==> config.mk <==
export PLATFORM = sky130hd
export DESIGN_NAME = trap_entry_ctl
export DESIGN_NICKNAME = d
export VERILOG_FILES = /design/src/rtl/trap_entry_pkg.sv /design/src/rtl/trap_entry_ctrl.sv /design/src/rtl/trap_entry_datapath.sv /design/src/rtl/trap_entry_ctl.sv
export SDC_FILE = /design/constraint.sdc
export NUM_CORES = 1
export LEC_CHECK = 0
export ABC_CLOCK_PERIOD_IN_PS = 1800
export BUFFER_PORTS_ARGS = -buffer_cell sky130_fd_sc_hd__buf_2
export CAP_MARGIN = 10
export CORE_AREA = 2 2 139 141
export CTS_CLUSTER_SIZE = 40
export DETAILED_ROUTE_END_ITERATION = 6
export DIE_AREA = 0 0 141 143
export GPL_TIMING_DRIVEN = 0
export PLACE_DENSITY = 0.66
export SLEW_MARGIN = 20
export SYNTH_ARGS = -nofsm -noshare
export SYNTH_HDL_FRONTEND = slang
export SYNTH_HIERARCHICAL = 1
export SYNTH_SLANG_ARGS = --single-unit
==> constraint.sdc <==
create_clock -name clk -period 1.8 [get_ports clk]
set_input_delay 0.09 -clock clk [delete_from_list [all_inputs] [get_ports clk]]
set_output_delay 0.09 -clock clk [all_outputs]
set_load 0.05 [all_outputs]
==> src/rtl/trap_entry_pkg.sv <==
package trap_entry_pkg;

  typedef struct packed {
    logic por;
    logic red;
    logic norm;
    logic err;
    logic toPriv;
  } entryStrobe_t;

  localparam int PS_IE   = 1;
  localparam int PS_PRIV = 2;
  localparam int PS_AM   = 3;
  localparam int PS_PEF  = 4;
  localparam int PS_TLE  = 8;
  localparam int PS_CLE  = 9;
  localparam int HS_TLZ  = 0;
  localparam int HS_HPRIV = 2;
  localparam int HS_RED  = 5;
  localparam int HS_IBE  = 10;

  localparam logic [2:0] VEC_NONE = 3'd0;
  localparam logic [2:0] VEC_POR  = 3'd1;
  localparam logic [2:0] VEC_RED  = 3'd5;

endpackage

==> src/rtl/trap_entry_ctrl.sv <==
module trap_entry_ctrl
  import trap_entry_pkg::*;
#(
  parameter int MAX_TL = 6,
  parameter int TL_W = $clog2(MAX_TL + 2)
) (
  input  logic            clk,
  input  logic            rstN,
  input  logic            trapReq,
  input  logic            porReq,
  input  logic [TL_W-1:0] curTl,
  input  logic            psPriv,
  input  logic            hsPriv,
  input  logic            hsRed,
  output entryStrobe_t    st,
  output logic            done,
  output logic            errState,
  output logic [2:0]      vecSel
);

  localparam logic [TL_W-1:0] TL_TOP  = TL_W'(MAX_TL);
  localparam logic [TL_W-1:0] TL_EDGE = TL_W'(MAX_TL - 1);

  logic isHyper;
  logic redCond;

  always_comb begin
    isHyper   = psPriv && hsPriv;
    redCond   = hsRed || (curTl == TL_EDGE);
    st        = '0;
    st.toPriv = !isHyper;
    if (porReq) begin
      st.por = 1'b1;
    end else if (trapReq) begin
      if (redCond)              st.red  = 1'b1;
      else if (curTl >= TL_TOP) st.err  = 1'b1;
      else                      st.norm = 1'b1;
    end
  end

  always_ff @(posedge clk) begin
    if (!rstN) begin
      done     <= 1'b0;
      errState <= 1'b0;
      vecSel   <= VEC_NONE;
    end else begin
      done     <= st.por | st.red | st.norm | st.err;
      errState <= st.err;
      vecSel   <= st.por ? VEC_POR : (st.red ? VEC_RED : VEC_NONE);
    end
  end

  assert_err_done_R3: assert property (@(posedge clk) disable iff (!rstN)
    errState |-> (done && vecSel == VEC_NONE));

  assert_red_vec_R2: assert property (@(posedge clk) disable iff (!rstN)
    (vecSel == VEC_RED) |-> (done && !errState));

  assert_por_prio_R10: assert property (@(posedge clk) disable iff (!rstN)
    (porReq && trapReq) |=> (vecSel == VEC_POR && !errState));

  assert_idle_quiet_R11: assert property (@(posedge clk) disable iff (!rstN)
    (!porReq && !trapReq) |=> !done);

endmodule

==> src/rtl/trap_entry_datapath.sv <==
module trap_entry_datapath
  import trap_entry_pkg::*;
#(
  parameter int MAX_TL = 6,
  parameter int MAX_GL = 3,
  parameter int TT_W   = 9,
  parameter int POR_TT = 1,
  parameter int TL_W   = $clog2(MAX_TL + 2),
  parameter int GL_W   = $clog2(MAX_GL + 1)
) (
  input  logic            clk,
  input  logic            rstN,
  input  entryStrobe_t    st,
  input  logic [TT_W-1:0] trapType,
  input  logic [TL_W-1:0] curTl,
  input  logic [GL_W-1:0] curGl,
  input  logic [63:0]     curPs,
  input  logic [63:0]     curHs,
  output logic [TL_W-1:0] tlOut,
  output logic [GL_W-1:0] glOut,
  output logic [63:0]     pstateOut,
  output logic [63:0]     hpstateOut,
  output logic [TT_W-1:0] ttOut,
  output logic [63:0]     tickOut
);

  localparam logic [TL_W-1:0] TL_TOP = TL_W'(MAX_TL);
  localparam logic [GL_W-1:0] GL_TOP = GL_W'(MAX_GL);

  logic [TL_W-1:0] tlInc;
  logic [GL_W-1:0] glSat;
  logic [63:0]     psRed, psNorm, psPor, hsRed, hsPor;

  always_comb begin
    tlInc = (curTl >= TL_TOP) ? TL_TOP : curTl + TL_W'(1);
    glSat = (curGl >= GL_TOP) ? GL_TOP : curGl + GL_W'(1);

    psRed         = curPs;
    psRed[PS_PEF] = 1'b1;
    psRed[PS_AM]  = 1'b0;
    psRed[PS_PRIV] = 1'b0;
    psRed[PS_IE]  = 1'b0;
    psRed[PS_CLE] = 1'b0;

    psNorm = curPs;
    if (st.toPriv) begin
      psNorm[PS_PRIV] = 1'b1;
      psNorm[PS_CLE]  = curPs[PS_TLE];
    end else begin
      psNorm[PS_PRIV] = 1'b0;
      psNorm[PS_CLE]  = 1'b0;
    end
    psNorm[PS_IE] = 1'b0;

    psPor         = '0;
    psPor[PS_PEF] = 1'b1;

    hsRed           = curHs;
    hsRed[HS_RED]   = 1'b1;
    hsRed[HS_HPRIV] = 1'b1;

    hsPor         = hsRed;
    hsPor[HS_IBE] = 1'b0;
    hsPor[HS_TLZ] = 1'b0;
  end

  always_ff @(posedge clk) begin
    if (!rstN) begin
      tlOut      <= '0;
      glOut      <= '0;
      pstateOut  <= '0;
      hpstateOut <= '0;
      ttOut      <= '0;
      tickOut    <= '0;
    end else if (st.por) begin
      tlOut      <= TL_TOP;
      glOut      <= GL_TOP;
      pstateOut  <= psPor;
      hpstateOut <= hsPor;
      ttOut      <= TT_W'(POR_TT);
      tickOut    <= 64'h8000_0000_0000_0000;
    end else if (st.red) begin
      tlOut      <= tlInc;
      glOut      <= glSat;
      pstateOut  <= psRed;
      hpstateOut <= hsRed;
      ttOut      <= trapType;
    end else if (st.norm) begin
      tlOut      <= tlInc;
      glOut      <= curGl;
      pstateOut  <= psNorm;
      hpstateOut <= curHs;
      ttOut      <= trapType;
    end
  end

  assert_por_values_R9: assert property (@(posedge clk) disable iff (!rstN)
    ($past(rstN) && $past(st.por)) |->
      (tlOut == TL_TOP && glOut == GL_TOP && pstateOut == 64'h10 && tickOut[63]
       && hpstateOut[HS_RED] && !hpstateOut[HS_IBE] && !hpstateOut[HS_TLZ]));

  assert_red_hs_R4: assert property (@(posedge clk) disable iff (!rstN)
    ($past(rstN) && $past(st.red)) |-> (hpstateOut[HS_RED] && hpstateOut[HS_HPRIV]));

  assert_gl_cap_R5: assert property (@(posedge clk) disable iff (!rstN)
    ($past(rstN) && $past(st.red)) |-> (glOut <= GL_TOP));

  assert_red_ps_R6: assert property (@(posedge clk) disable iff (!rstN)
    ($past(rstN) && $past(st.red)) |-> (pstateOut[PS_PEF] && !pstateOut[PS_PRIV] && !pstateOut[PS_CLE]));

  assert_norm_ie_R7: assert property (@(posedge clk) disable iff (!rstN)
    ($past(rstN) && $past(st.norm)) |-> !pstateOut[PS_IE]);

  assert_err_hold_R3: assert property (@(posedge clk) disable iff (!rstN)
    ($past(rstN) && $past(st.err)) |-> ($stable(tlOut) && $stable(pstateOut) && $stable(hpstateOut)));

endmodule

==> src/rtl/trap_entry_ctl.sv <==
module trap_entry_ctl
  import trap_entry_pkg::*;
#(
  parameter int MAX_TL = 6,
  parameter int MAX_GL = 3,
  parameter int TT_W   = 9,
  parameter int POR_TT = 1,
  localparam int TL_W  = $clog2(MAX_TL + 2),
  localparam int GL_W  = $clog2(MAX_GL + 1)
) (
  input  logic            clk,
  input  logic            rstN,
  input  logic            trapReq,
  input  logic [TT_W-1:0] trapType,
  input  logic            porReq,
  input  logic [TL_W-1:0] curTl,
  input  logic [GL_W-1:0] curGl,
  input  logic [63:0]     curPstate,
  input  logic [63:0]     curHpstate,
  output logic            done,
  output logic            errState,
  output logic [2:0]      vecSel,
  output logic [TL_W-1:0] tlOut,
  output logic [GL_W-1:0] glOut,
  output logic [63:0]     pstateOut,
  output logic [63:0]     hpstateOut,
  output logic [TT_W-1:0] ttOut,
  output logic [63:0]     tickOut
);

  entryStrobe_t st;

  trap_entry_ctrl #(.MAX_TL(MAX_TL), .TL_W(TL_W)) uCtrl (
    .clk(clk), .rstN(rstN), .trapReq(trapReq), .porReq(porReq), .curTl(curTl),
    .psPriv(curPstate[PS_PRIV]), .hsPriv(curHpstate[HS_HPRIV]), .hsRed(curHpstate[HS_RED]),
    .st(st), .done(done), .errState(errState), .vecSel(vecSel)
  );

  trap_entry_datapath #(
    .MAX_TL(MAX_TL), .MAX_GL(MAX_GL), .TT_W(TT_W), .POR_TT(POR_TT), .TL_W(TL_W), .GL_W(GL_W)
  ) uDp (
    .clk(clk), .rstN(rstN), .st(st), .trapType(trapType), .curTl(curTl), .curGl(curGl),
    .curPs(curPstate), .curHs(curHpstate), .tlOut(tlOut), .glOut(glOut),
    .pstateOut(pstateOut), .hpstateOut(hpstateOut), .ttOut(ttOut), .tickOut(tickOut)
  );

endmodule

==> results of run 1 <==
-- power by group through the flow --
stage               sequential, mW  clock, mW  combinational (mW)
floorplan                     4.02          0               0.787
global placement              3.51          0                1.75
detailed placement            3.52          0                1.76
CTS                           3.45       3.48                2.00
global route                  3.46       3.62                2.14
finish                        3.45       3.40                2.01
-- through the flow --
| step | worst slack, ps | setup TNS (ps) |
|---|---|---|
| after floorplan | 398 | 0 |
| after global placement | 4.79 | 0 |
| after detailed placement | -14.5 | -18.6 |
| after CTS | 354 | 0 |
| after global routing | 245 | 0 |
| final | 241 | 0 |
-- critical path, stage by stage --
cell	delay (ps)
sky130_fd_sc_hd__buf_2	140
sky130_fd_sc_hd__nand3b_4	180
sky130_fd_sc_hd__a21oi_1	200
sky130_fd_sc_hd__buf_6	170
sky130_fd_sc_hd__inv_1	40
sky130_fd_sc_hd__o41ai_1	380
sky130_fd_sc_hd__dlygate4sd3_1	610
sky130_fd_sc_hd__a21oi_1	40
-- cells in the final DEF, fill, tap and decap left out, types with 4 or more instances in the layout --
master,n
sky130_fd_sc_hd__a21boi_0,44
sky130_fd_sc_hd__inv_6,4
sky130_fd_sc_hd__a21oi_1,75
sky130_fd_sc_hd__mux2i_1,6
sky130_fd_sc_hd__clkbuf_16,17
sky130_fd_sc_hd__dlygate4sd3_1,141
sky130_fd_sc_hd__nand2_1,264
sky130_fd_sc_hd__a21boi_1,21
sky130_fd_sc_hd__conb_1,65
sky130_fd_sc_hd__clkinvlp_4,4
sky130_fd_sc_hd__clkbuf_1,15
sky130_fd_sc_hd__dfxtp_1,146
sky130_fd_sc_hd__nor2_1,6
sky130_fd_sc_hd__buf_4,67
sky130_fd_sc_hd__buf_2,318
-- sequential cells by signal, indices dropped and copies added (netlist names) --
register and cells:
uDp/tickOut 1, uDp/hpstateOut 64, uCtrl/done 1, uDp/tlOut 3, uDp/pstateOut 63, uCtrl/errState 1
uCtrl/vecSel 2, uDp/glOut 2, uDp/ttOut 9
-- layer usage --
metal | up-vias | part of all wire, % | routed length, um
met2 | 249 | 51 | 10300
met5 | - | 0 | 0
met1 | 2895 | 39 | 7790
li1 | 3161 | - | -
met3 | 34 | 7.7 | 1550
met4 | 0 | 2.7 | 554
-- layout make-up --
cell class | count | area, um2
fill | 1715 | 8800
sequential | 146 | 2920
timing repair buffer | 430 | 2860
multi-input combinational | 505 | 2420
buffer | 112 | 723
clock buffer | 18 | 429
tap | 234 | 293
clock inverter | 13 | 129
inverter | 3 | 11.3
-- worst max-delay path by stage --
stage / startpoint / end / cells past startpoint
2_1_floorplan: curTl[1] / uDp/ttOut[0]$_SDFFE_PN0P_ / 6
3_3_place_gp: curTl[1] / uDp/pstateOut[31]$_SDFFE_PP0P_ / 8
3_5_place_dp: curTl[1] / uDp/pstateOut[31]$_SDFFE_PP0P_ / 8
4_1_cts: curTl[1] / uDp/glOut[1]$_SDFFE_PN0P_ / 8
5_1_grt: porReq / uDp/tlOut[1]$_SDFFE_PN0P_ / 7
6_report: curTl[1] / uDp/glOut[1]$_SDFFE_PN0P_ / 8
==> impl_metrics.yaml, run 1 <==
clock_tree:
  insertion_delay_ps: 410
  clockRootBuffer: "sky130_fd_sc_hd__clkbuf_16"
  cts_h_tree_lvls: 4
  cts.repair_timing.setup_buffer_count: 0
  holdBufCountCts: 141
  cts_tree: "done"
  clock_slew_seen_by_the_registers_of_the_worst_setup_and_hold_paths_ps: 60
  clock-sinks: 146
  max-clock-path-buffers: 2
  post_cts_resized: 0
  tritoncts.num_buffers: 17
global_route:
  globalRoute.totalOverflow: 0
  grt_use_met3_pct: 6.37
  first_pass_grt_wire_length_um: 30800
  vias_in_the_first_global_route: 6156
  number_of_antenna_violations_at_the_first_check_in_global_routing: 0
  grt_met1_use_pct: 20.8
  grt.met2_usage_pct: 34.6
  grt_use_total_pct: 19.3
  gr-max-usage-layer: "met2"
  grt_start_max_net_pins: 17
worst_hold_path:
  holdPathEnd: "uDp/hpstateOut[2]$_SDFFE_PN0P_"
  holdPathStages: 3
  worstHoldStart: "curHpstate[2]"
  hp-class: "primary input to flop"
flow_run:
  maxCapViolations: 0
power:
  total_leakage_power_nw: 4.75
  irDropWorstVdd_uv: 665
  p_per_area_mw_per_mm2: 906
  power_frac_comb_pct: 22.7
  total_switching_power_mw: 2.88
  post_layout_power_mw: 8.86
  pwr-share-seq_pct: 38.9
  p_clk_share_pct: 38.4
  power.share.switching_pct: 32.5
  cell_internal_pwr_mw: 5.98
worst_setup_path:
  ff2ff_path_depth: 2
  timing.critical_path.required_ps: 2090
  regToRegEndpoint: "uDp/ttOut[0]$_SDFFE_PN0P_"
  r2r-start: "uDp/ttOut[0]$_SDFFE_PN0P_"
  startpoint_type: "primary input"
  worst_setup_path_end_kind: "flop"
  worstSetupPathType: "primary input to flop"
  setup_slack_reg_to_reg_ps: 980
  path_max_fanout: 8
  critical_path_arrival_ps: 1850
cells_and_area:
  syn_to_final_growth_pct: 67.6
  layout.cell_area.non_filler_mm2: 0.00978
  antenna_diode_count: 0
  final_core_util_pct: 52.7
  final_cells: 1461
  design.final.nets: 1362
  drive_gt1_share_pct: 34.7
timing:
  rsz_0062_raised_after_global_routing: "false"
  timing_hold_violations_final: 0
  worst_slew_pin_slew_ps: 557
  finalSetupViolations: 0
  maxClockFrequency_mhz: 641
  clock_skew_ps: 0
  maxSlewHeadroom_pct: 62.8
  period_minus_ws_final_ps: 1560
  hold-worst-slack_ps: 10.2
  slew_viol_final: 0
  post-route-period-util_pct: 86.6
routing:
  drt_pass1_iterations: 6
  postRouteWirelength_um: 20200
  drt-initial-drc-count: 169
  antenna_violating_nets_post_route: 0
  routed_wire_length_per_instance_um: 13.8
  vias_per_cell: 4.34
  via_count: 6339
  post_detailed_route_drc_marker_count: 0
floorplan:
  die_w_um: 141
  floorplan.initialDensity_pct: 31.4
  row_count: 50
  design.portCount: 357
  core_mm2: 0.0186
  die_h_um: 143
  die_area_mm2: 0.0202
yosys:
  ys.warnings.count: 6
  synthesis.area_mm2: 0.00584
  synth_cells: 703
  synthesis.area_per_instance_um2: 8.30
placed_design:
  dp_hpwl_um: 13800
  placement.cell_area_mm2: 0.00781
  placed_cell_count: 1289
  io_buffers: 289
  globalplace.congestion: 0.802
status:
  status: "finished clean"
Power figures use the tool's default switching activity.
==> inputs of run 2 (changes only) <==
CORE_AREA = 4 4 137 139   (was 2 2 139 141)
PLACE_DENSITY = 0.7   (was 0.66)
==> run 2 against run 1 <==
Utilization up 2.9 points. First-iteration DRC count grew 14%. Clock skew unchanged. Clock power grew 9.4%. Sequential share of layout area decreased by 0.091 points. Critical path depth stayed put. Critical endpoint unchanged.
==> impl_metrics.yaml, run 2 (synthesized netlist as in run 1, its figures left out) <==
status:
  status: "finished clean"
timing:
  timing_hold_violations_final: 0
  tns_ps: 0
  rsz_0062_raised_after_global_routing: "false"
  finalSetupViolations: 0
  period_minus_ws_final_ps: 1490
  slew_viol_final: 0
  worst_slew_pin_slew_ps: 655
  post-route-period-util_pct: 82.6
  maxClockFrequency_mhz: 673
  maxSlewHeadroom_pct: 56.3
  clock_skew_ps: 0
  hold-worst-slack_ps: 15.6
floorplan:
  design.portCount: 357
  die_area_mm2: 0.0202
  core_mm2: 0.0177
  die_w_um: 141
  floorplan.initialDensity_pct: 33.1
  row_count: 49
  die_h_um: 143
clock_tree:
  max-clock-path-buffers: 2
  clockRootBuffer: "sky130_fd_sc_hd__clkbuf_16"
  clock-sinks: 146
  clock_slew_seen_by_the_registers_of_the_worst_setup_and_hold_paths_ps: 60
  tritoncts.num_buffers: 17
  insertion_delay_ps: 400
  holdBufCountCts: 139
  cts.repair_timing.setup_buffer_count: 0
  cts_tree: "done"
  cts_h_tree_lvls: 4
  post_cts_resized: 0
cells_and_area:
  largest_reg_flops: 64
  drive_gt1_share_pct: 34.7
  num-fill-cells: 1571
  reg_top3: "uDp/hpstateOut (64), uDp/pstateOut (63), uDp/ttOut (9)"
  final_common_cell: "sky130_fd_sc_hd__buf_2"
  design.final.nets: 1360
  final_core_util_pct: 55.6
  syn_to_final_growth_pct: 68.1
  final-seq-area_mm2: 0.00292
  antenna_diode_count: 0
  largest_register: "uDp/hpstateOut"
  area_of_the_multi_input_gates_mm2: 0.00242
  layout.cell_area.non_filler_mm2: 0.00981
  mostFrequentLayoutCells: "318 x sky130_fd_sc_hd__buf_2, 264 x sky130_fd_sc_hd__nand2_1, 146 x sky130_fd_sc_hd__dfxtp_1"
global_route:
  number_of_antenna_violations_at_the_first_check_in_global_routing: 0
  grt_use_total_pct: 19.5
  globalRoute.totalOverflow: 0
  first_pass_grt_wire_length_um: 31400
  vias_in_the_first_global_route: 6282
  grt_start_max_net_pins: 17
placed_design:
  io_buffers: 289
  dp_hpwl_um: 14000
  placement.cell_area_mm2: 0.00781
  globalplace.congestion: 0.764
worst_setup_path:
  startpoint_type: "primary input"
  path_max_fanout: 8
  timing.critical_path.required_ps: 2080
  worst_setup_path_endpoint: "uDp/glOut[1]$_SDFFE_PN0P_"
  worst_setup_path_end_kind: "flop"
  worstSetupPathType: "primary input to flop"
  ff2ff_path_depth: 2
  setup_slack_reg_to_reg_ps: 980
  r2r-start: "uDp/ttOut[0]$_SDFFE_PN0P_"
  critical_path_arrival_ps: 1770
  regToRegEndpoint: "uDp/ttOut[0]$_SDFFE_PN0P_"
  crit_start: "curTl[1]"
routing:
  post_detailed_route_drc_marker_count: 0
  via_count: 6296
  drt_pass1_iterations: 4
  postRouteWirelength_um: 20600
  routed_wire_length_per_instance_um: 14.2
  antenna_violating_nets_post_route: 0
  drt-initial-drc-count: 193
  vias_per_cell: 4.33
worst_hold_path:
  worstHoldStart: "curHpstate[2]"
  hp-class: "primary input to flop"
power:
  irDropWorstVdd_uv: 653
  total_leakage_power_nw: 4.77
  p_per_area_mw_per_mm2: 936
flow_run:
  maxCapViolations: 0
[run 2: cell count changes in the layout (fill, tap and decap cells not counted)]
cell,previous run,this run
sky130_fd_sc_hd__bufinv_16,1,4
sky130_fd_sc_hd__dlygate4sd3_1,141,139
sky130_fd_sc_hd__inv_6,4,2
sky130_fd_sc_hd__clkbuf_1,15,16
sky130_fd_sc_hd__clkinv_4,2,1
sky130_fd_sc_hd__inv_8,1,0
[run 2: worst max-delay path, stage by stage]
cell                            delay, ps
sky130_fd_sc_hd__buf_2                140
sky130_fd_sc_hd__nand3b_4             180
sky130_fd_sc_hd__a21oi_1              190
sky130_fd_sc_hd__buf_6                160
sky130_fd_sc_hd__inv_1                 50
sky130_fd_sc_hd__o41ai_1              320
sky130_fd_sc_hd__dlygate4sd3_1        600
sky130_fd_sc_hd__a21oi_1               40
[run 2: power by group]
part           total, mW  switching, mW  internal, mW
clock               3.72           1.40          2.32
sequential          3.44         0.0659          3.38
combinational       2.02           1.35         0.675
total               9.19           2.81          6.38
[run 2: worst min-delay path by stage]
stage / depth (start not counted) / end / slack [ps]
3_5_place_dp: 3 / uDp/hpstateOut[9]$_SDFFE_PN0P_ / 340
4_1_cts: 3 / uCtrl/vecSel[0]$_SDFF_PN0_ / 2
6_report: 3 / uDp/hpstateOut[2]$_SDFFE_PN0P_ / 20
2_1_floorplan: 1 / uCtrl/errState$_SDFF_PN0_ / 160
3_3_place_gp: 3 / uDp/hpstateOut[9]$_SDFFE_PN0P_ / 330
5_1_grt: 3 / uDp/glOut[1]$_SDFFE_PN0P_ / 5
[run 2: area by class of cell]
type / count / share of cell area, %
sequential: 146 / 29.8
multi-input combinational: 505 / 24.6
clock buffer: 19 / 4.41
timing repair buffer: 428 / 28.9
inverter: 3 / 0.115
tap: 229 / 2.92
buffer: 112 / 7.37
clock inverter: 12 / 1.85
[run 2: routing by layer]
metal / GRT usage (%) / wire, um / vias up / part of all wire [%]
met5: 0 / 0 / - / 0
met4: 6.68 / 471 / 0 / 2.3
met3: 7.17 / 1870 / 37 / 9.1
met2: 35.4 / 10400 / 261 / 50
met1: 20.8 / 7880 / 2850 / 38
li1: - / - / 3148 / -
[run 2: through the flow]
step,instances,setup WS [ps],power (mW)
finish,1454,314,9.19
detailed placement,1284,-50.4,5.27
global placement,1284,14.0,5.26
global route,1454,260,9.53
CTS,1454,352,9.23
floorplan,766,398,4.81
